==> config.mk <==
export PLATFORM = sky130hd
export DESIGN_NAME = vram_clk_arbiter
export DESIGN_NICKNAME = d
export VERILOG_FILES = /design/src/rtl/vca_pkg.sv /design/src/rtl/vca_beat_counter.sv /design/src/rtl/vca_cycle_capture.sv /design/src/rtl/vram_clk_arbiter.sv
export SDC_FILE = /design/constraint.sdc
export NUM_CORES = 1
export LEC_CHECK = 0
export ABC_AREA = 1
export BUFFER_PORTS_ARGS = -buffer_cell sky130_fd_sc_hd__buf_2
export CAP_MARGIN = 20
export CORE_AREA = 2 2 39 41
export DETAILED_ROUTE_END_ITERATION = 10
export DIE_AREA = 0 0 41 43
export PLACE_DENSITY = 0.36
export SETUP_SLACK_MARGIN = 0.02
export SLEW_MARGIN = 20
export SYNTH_ARGS = -nofsm -noshare
export SYNTH_HDL_FRONTEND = slang
export SYNTH_SLANG_ARGS = --single-unit
==> constraint.sdc <==
create_clock -name clk -period 0.8 [get_ports clk]
set_input_delay 0.12 -clock clk [delete_from_list [all_inputs] [get_ports clk]]
set_output_delay 0.12 -clock clk [all_outputs]
set_load 0.02 [all_outputs]
==> src/rtl/vca_pkg.sv <==
package vca_pkg;

    // Half of the address map that a captured access targets
    typedef enum logic {
        HALF_LOWER = 1'b0,
        HALF_UPPER = 1'b1
    } map_half_e;

    // What the arbiter remembers about the current processor cycle
    typedef struct packed {
        logic      valid;
        map_half_e half;
    } cyc_info_t;

    localparam cyc_info_t CYC_IDLE = '{valid: 1'b0, half: HALF_UPPER};

    function automatic map_half_e half_of(input logic a15);
        return a15 ? HALF_UPPER : HALF_LOWER;
    endfunction

    // True when the cycle competes with video for the shared RAM
    function automatic logic needs_shared(input cyc_info_t c);
        return c.valid && (c.half == HALF_LOWER);
    endfunction

endpackage

==> src/rtl/vca_beat_counter.sv <==
module vca_beat_counter #(
    parameter int BEATS = 2,
    localparam int PW   = (BEATS > 2) ? $clog2(BEATS) : 1
) (
    input  logic clk,
    input  logic rst,
    input  logic hold,
    output logic first_beat,
    output logic last_beat
);
    logic [PW-1:0] beat_q;

    assign first_beat = (beat_q == '0);
    assign last_beat  = (beat_q == PW'(BEATS - 1));

    always_ff @(posedge clk) begin
        if (rst)
            beat_q <= '0;
        else if (hold)
            beat_q <= beat_q;
        else if (last_beat)
            beat_q <= '0;
        else
            beat_q <= beat_q + 1'b1;
    end
endmodule

==> src/rtl/vca_cycle_capture.sv <==
module vca_cycle_capture
    import vca_pkg::*;
(
    input  logic      clk,
    input  logic      rst,
    input  logic      sample,
    input  logic      a15,
    input  logic      valid,
    output cyc_info_t info
);
    cyc_info_t info_q;

    always_ff @(posedge clk) begin
        if (rst)
            info_q <= CYC_IDLE;
        else if (sample) begin
            info_q.valid <= valid;
            info_q.half  <= half_of(a15);
        end
    end

    assign info = info_q;
endmodule

==> src/rtl/vram_clk_arbiter.sv <==
module vram_clk_arbiter
    import vca_pkg::*;
#(
    parameter int BEATS = 2
) (
    input  logic clk,
    input  logic rst,
    input  logic cpu_a15,
    input  logic cpu_valid,
    input  logic vid_req,
    output logic cpu_clk_en,
    output logic vid_grant,
    output logic cpu_stall
);
    logic      first_beat;
    logic      last_beat;
    logic      contend;
    logic      cur_lower;
    cyc_info_t cur_cyc;

    vca_beat_counter #(.BEATS(BEATS)) u_beat (
        .clk        (clk),
        .rst        (rst),
        .hold       (contend),
        .first_beat (first_beat),
        .last_beat  (last_beat)
    );

    vca_cycle_capture u_cap (
        .clk    (clk),
        .rst    (rst),
        .sample (first_beat),
        .a15    (cpu_a15),
        .valid  (cpu_valid),
        .info   (cur_cyc)
    );

    assign cur_lower = needs_shared(cur_cyc);

    // Video wins the shared RAM; a lower-half cycle waits on its last beat
    assign contend    = !rst && last_beat && cur_lower && vid_req;
    assign cpu_stall  = contend;
    assign cpu_clk_en = !rst && last_beat && !contend;
    assign vid_grant  = !rst && vid_req;
endmodule

==> impl_metrics.env, run 1 <==
export IMPL_outcome="finished with violations"
export IMPL_violations="setup timing"
export IMPL_layout_min_cycle_time_ps=1070
export IMPL_io_buffers=7
export IMPL_synth_seq_cells=3
export IMPL_die_h_um=43
export IMPL_p_comb_share_pct=15.8
export IMPL_fin_tns_setup_ps=-625
export IMPL_die_area_mm2=0.00176
export IMPL_syn_area_per_cell_um2=6.20
export IMPL_rows=14
export IMPL_p_leak_nw=0.169
export IMPL_hold_buffers=0
export IMPL_globalplace_congestion=0.645
export IMPL_layout_drive_gt1_share_pct=63.2
export IMPL_antenna_found_initial=0
export IMPL_cts_root_buf="clkbuf_4"
export IMPL_crit_reg2reg_launch="u_beat.last_beat"
export IMPL_grt_pass1_wl_um=627
export IMPL_switching_share_pct=23.9
export IMPL_rsz0062_at_grt="true"
export IMPL_viasPerCell=3.31
export IMPL_drt_total_wl_um=373
export IMPL_grt_max_degree=4
export IMPL_final_area_um2=290
export IMPL_crit_arrival_ps=950
export IMPL_syn_to_final_growth_pct=104
export IMPL_fin_ws_ps=-266
export IMPL_grt_pass1_vias=170
export IMPL_num_io_pins=8
export IMPL_critPathRequiredTime_ps=680
export IMPL_worstSetupStartpoint="u_beat.last_beat"
export IMPL_path_clk_slew_ps=30
export IMPL_syn_area_um2=143
export IMPL_hold_class="in -> reg"
export IMPL_final_cell_mix="nand2_1, buf_2, inv_1, buf_4"
export IMPL_p_seq_share_pct=33.9
export IMPL_drc=0
export IMPL_clockBufferDepth=2
export IMPL_path_max_fanout=3
export IMPL_vdd_drop_max_mv=0.588
export IMPL_ys_warn_count=0
export IMPL_via_count=179
export IMPL_htreeDepth=1
export IMPL_relSlewSlack_pct=91.4
export IMPL_fp_dieW_um=41
export IMPL_core_mm2=0.00138
export IMPL_postSynthCellCount=23
export IMPL_final_common_cell="nand2_1"
export IMPL_grt_overflow_total=0
export IMPL_start_util_pct=10.3
export IMPL_clk_latency_ps=230
export IMPL_antenna_left=0
export IMPL_worst_pin_slew_ps=129
export IMPL_seq_area_frac_synth_pct=42.1
export IMPL_final_nets=44
export IMPL_setup_violations=3
export IMPL_skew_ps=2.84
export IMPL_cp_end_kind="primary output"
export IMPL_synth_net_count=28
export IMPL_internal_power_uw=387
export IMPL_min_delay_start="cpu_a15"
export IMPL_cts_sinks=3
export IMPL_n_antenna_cell=0
export IMPL_switchingPower_uw=122
export IMPL_drtIter0Drc=1
export IMPL_hold_viol_final=0
export IMPL_place_area_um2=224
export IMPL_drtPass1Iterations=2
export IMPL_critPathLaunchType="flip-flop"
export IMPL_critPathKind="reg -> out"
export IMPL_cts_buffers=3
export IMPL_synth_cell_types=8
export IMPL_period_share_pct=133
export IMPL_timing_fmax_mhz=938
export IMPL_cts_tree="yes"
export IMPL_cap_violations=0
export IMPL_grt_total_usage_pct=6.21
export IMPL_drv_slew=0
export IMPL_pwr_share_clk_pct=50.4
export IMPL_wire_per_inst_um=6.91
export IMPL_p_per_area_mw_per_mm2=1750
-- flip-flops by register name, indices dropped and copies added (netlist names) --
| register | count |
|---|---|
| u_beat.last_beat | 1 |
| u_cap.info | 2 |
-- cell type report --
type	instances	area, µm²
Tap cell	16	20.0
Timing Repair Buffer	11	77.6
Clock buffer	4	26.3
Multi-Input combinational cell	13	77.6
Sequential cell	3	62.6
Inverter	7	26.3
Fill cell	166	1090
-- synthesized netlist by cell type (all sizes together) --
master | instances | area [µm²]
nand3 | 3 | 15.0
inv | 7 | 26.3
nand2 | 7 | 26.3
dfxtp | 3 | 60.1
nor2 | 2 | 10.0
o21ai | 1 | 5.00
-- metal layers --
layer	vias to the layer above	global-route usage [%]	part of all wire [%]	wire, µm
li1	97	-	-	-
met1	79	6.37	39	145
met2	3	6.56	54	200
met3	0	6.28	7.2	27
met4	0	6.00	0	0
met5	-	0	0	0
-- through the flow --
| step | std cells | util (%) | hold slack (ps) | power [mW] | setup WS, ps |
|---|---|---|---|---|---|
| after floorplan | 23 | - | 233 | 0.210 | 35.5 |
| after global placement | 48 | 16.2 | 347 | 0.244 | -72.8 |
| after detailed placement | 48 | 16.2 | 344 | 0.244 | -75.2 |
| after CTS | 54 | 20.1 | 100 | 0.527 | -284 |
| after global routing | 54 | 21.0 | 113 | 0.550 | -320 |
| final | 54 | 21.0 | 104 | 0.509 | -266 |
-- critical path, cell delays in order, from the launching register on --
cell and delay (ps):
dfxtp_2 320, inv_2 50, nor2_4 100, nand3_2 90, inv_2 60, buf_6 100
-- worst paths after layout --
check / end / slack [ps] / cells after the start
worst max-delay path: cpu_stall / -270 / 5
worst min register to register: u_cap.info[0] / 460 / 2
worst max register to register: u_beat.last_beat / -130 / 6
worst min-delay path: u_cap.info[0] / 100 / 3
-- power groups by stage --
| stage | Sequential, mW | Clock [mW] | Combinational (mW) |
|---|---|---|---|
| after floorplan | 0.171 | 0 | 0.0396 |
| after global placement | 0.172 | 0 | 0.0721 |
| after detailed placement | 0.172 | 0 | 0.0725 |
| after CTS | 0.170 | 0.275 | 0.0827 |
| after global routing | 0.174 | 0.287 | 0.0901 |
| final | 0.172 | 0.256 | 0.0802 |
-- repair_timing --
action | in CTS | in global routing
setup buffers | 2 | 1
endpoints found under the setup margin | 2 | 5
pin swaps | 3 | 2
resized for setup | 4 | 5
hold endpoints to repair | 0 | 0
-- logic make-up (layout without fill, tap and decap cells) --
group	count (synthesis)	after routing	share of synthesized area, %
simple gates	12	12	36.0
buf+inv	7	22	18.4
flops	3	3	42.1
compound gates	1	1	3.51
Note: power is estimated with default switching activity, not from simulation.
==> run 2: changes to the inputs <==
--- a/config.mk
+++ b/config.mk
@@ -11,6 +11,7 @@
 export CORE_AREA = 2 2 39 41
 export DETAILED_ROUTE_END_ITERATION = 10
 export DIE_AREA = 0 0 41 43
+export GPL_ROUTABILITY_DRIVEN = 0
 export PLACE_DENSITY = 0.36
 export SETUP_SLACK_MARGIN = 0.02
 export SLEW_MARGIN = 20
==> constraint.sdc (replaced) <==
create_clock -name clk -period 1.3 [get_ports clk]
set_input_delay 0.195 -clock clk [delete_from_list [all_inputs] [get_ports clk]]
set_output_delay 0.195 -clock clk [all_outputs]
set_load 0.02 [all_outputs]
==> impl_metrics.env, run 2 (synthesized netlist as in run 1, its figures left out) <==
export IMPL_pwr_share_clk_pct=53.1
export IMPL_hold_viol_final=0
export IMPL_critPathLaunchType="flip-flop"
export IMPL_final_area_um2=234
export IMPL_rows=14
export IMPL_final_common_cell="nand2_1"
export IMPL_skew_ps=0.519
export IMPL_slowest_stage="dfxtp_1"
export IMPL_viasPerCell=3.04
export IMPL_p_leak_nw=0.151
export IMPL_grt_max_degree=5
export IMPL_clockBufferDepth=2
export IMPL_path_max_fanout=4
export IMPL_largest_register_ffs=2
export IMPL_hold_class="in -> reg"
export IMPL_p_per_area_mw_per_mm2=1280
export IMPL_fp_dieW_um=41
export IMPL_cap_violations=0
export IMPL_dp_worst_setup_slack_ps=291
export IMPL_via_count=152
export IMPL_fin_tns_setup_ps=0
export IMPL_whs_ps=176
export IMPL_grt_pass1_vias=163
export IMPL_drv_slew=0
export IMPL_grt_pass1_wl_um=503
export IMPL_io_buffers=7
export IMPL_hold_buffers=0
export IMPL_vdd_drop_max_mv=0.296
export IMPL_antenna_found_initial=0
export IMPL_die_h_um=43
export IMPL_rsz0062_at_grt="false"
export IMPL_clk_latency_ps=230
export IMPL_final_util_pct=16.9
export IMPL_cts_setup_buffers=0
export IMPL_cts_root_buf="clkbuf_4"
export IMPL_path_clk_slew_ps=40
export IMPL_n_antenna_cell=0
export IMPL_dp_hpwl_um=256
export IMPL_wire_per_inst_um=6.10
export IMPL_switching_share_pct=23.4
export IMPL_crit_reg2reg_launch="u_beat.last_beat"
export IMPL_cp_end_kind="primary output"
export IMPL_grt_overflow_total=0
export IMPL_p_comb_share_pct=12.2
export IMPL_crit_arrival_ps=1000
export IMPL_min_delay_start="cpu_a15"
export IMPL_critPathMaxStageDelay_ps=330
export IMPL_syn_to_final_growth_pct=64.0
export IMPL_timing_fmax_mhz=839
export IMPL_setup_violations=0
export IMPL_ff2ff_path_depth=4
export IMPL_r2r_slack_ps=590
export IMPL_switchingPower_uw=70.3
export IMPL_layout_min_cycle_time_ps=1190
export IMPL_outcome="finished, final reports clean"
export IMPL_critPathRequiredTime_ps=1110
export IMPL_num_io_pins=8
export IMPL_drtIter0Drc=0
export IMPL_htreeDepth=1
export IMPL_r2r_end="u_beat.last_beat"
export IMPL_cts_tree="yes"
export IMPL_antenna_left=0
export IMPL_critPathKind="reg -> out"
export IMPL_drtPass1Iterations=1
export IMPL_die_area_mm2=0.00176
export IMPL_fillers=171
export IMPL_final_nets=40
export IMPL_fin_ws_ps=108
export IMPL_internal_power_uw=230
export IMPL_cts_sinks=3
export IMPL_core_mm2=0.00138
export IMPL_cts_buffers=3
export IMPL_period_share_pct=91.7
export IMPL_start_util_pct=10.3
export IMPL_whs_endpoint="u_cap.info[0]"
export IMPL_drc=0
export IMPL_min_path_cells=3
export IMPL_place_area_um2=198
export IMPL_worst_pin_slew_ps=113
export IMPL_p_seq_share_pct=34.7
export IMPL_grt_total_usage_pct=4.92
export IMPL_worstPathCellList="inv_2 -> nor2_4 -> nand3_1 -> inv_1 -> buf_4"
export IMPL_drt_total_wl_um=305
export IMPL_crit_family="flip-flops"
export IMPL_relSlewSlack_pct=92.4
export IMPL_path_buf_inv=3
export IMPL_layout_drive_gt1_share_pct=35.3
export IMPL_final_cell_mix="nand2_1, inv_1, buf_2"
[run 2: changes by cell type in the layout (fill, tap and decap cells not counted), sizes merged]
| cell | before | now |
|---|---|---|
| buf | 11 | 7 |
[run 2: timing repair]
item	in CTS	in global routing
endpoints found under the hold margin	0	0
resized for setup	0	4
setup endpoints to repair	0	2
[run 2: worst max-delay path by stage]
stage,slack (ps),to,cells past startpoint,startpoint
after CTS,40,cpu_stall,5,u_beat.last_beat
after global placement,290,cpu_stall,5,u_beat.last_beat
after global routing,40,cpu_stall,5,u_beat.last_beat
after detailed placement,290,cpu_stall,5,u_beat.last_beat
after floorplan,400,cpu_stall,4,u_beat.last_beat
final,110,cpu_stall,5,u_beat.last_beat
[run 2: power by group through the flow]
| stage | combinational (mW) | sequential [mW] | clock (mW) |
|---|---|---|---|
| floorplan | 0.0209 | 0.105 | 0 |
| global placement | 0.0342 | 0.105 | 0 |
| detailed placement | 0.0345 | 0.105 | 0 |
| CTS | 0.0346 | 0.104 | 0.171 |
| global route | 0.0432 | 0.105 | 0.178 |
| finish | 0.0367 | 0.104 | 0.159 |
[run 2: cell type report]
type | instances | area [µm²] | share of cell area, %
multi-input cells | 13 | 61.3 | 26.2
flip-flops and latches | 3 | 60.1 | 25.7
repair buffers | 7 | 40.0 | 17.1
clock buffers | 4 | 26.3 | 11.2
inverters | 7 | 26.3 | 11.2
well taps | 16 | 20.0 | 8.56
[run 2: tightest hold or removal path: stages]
cell,delay [ps]
buf_2,80
nand2_1,40
nand3_1,60
[run 2: layer usage]
layer / track usage [%] / share of wire (%) / vias to the layer above
met5: 0 / 0 / -
met4: 8.00 / 0 / 0
met3: 1.57 / 5.6 / 0
met2: 7.81 / 61 / 2
met1: 2.89 / 33 / 63
li1: - / - / 87
[run 2: stage by stage]
stage	total power, mW	cells
floorplan	0.125	23
global placement	0.140	46
detailed placement	0.140	46
CTS	0.309	50
global route	0.327	50
finish	0.300	50
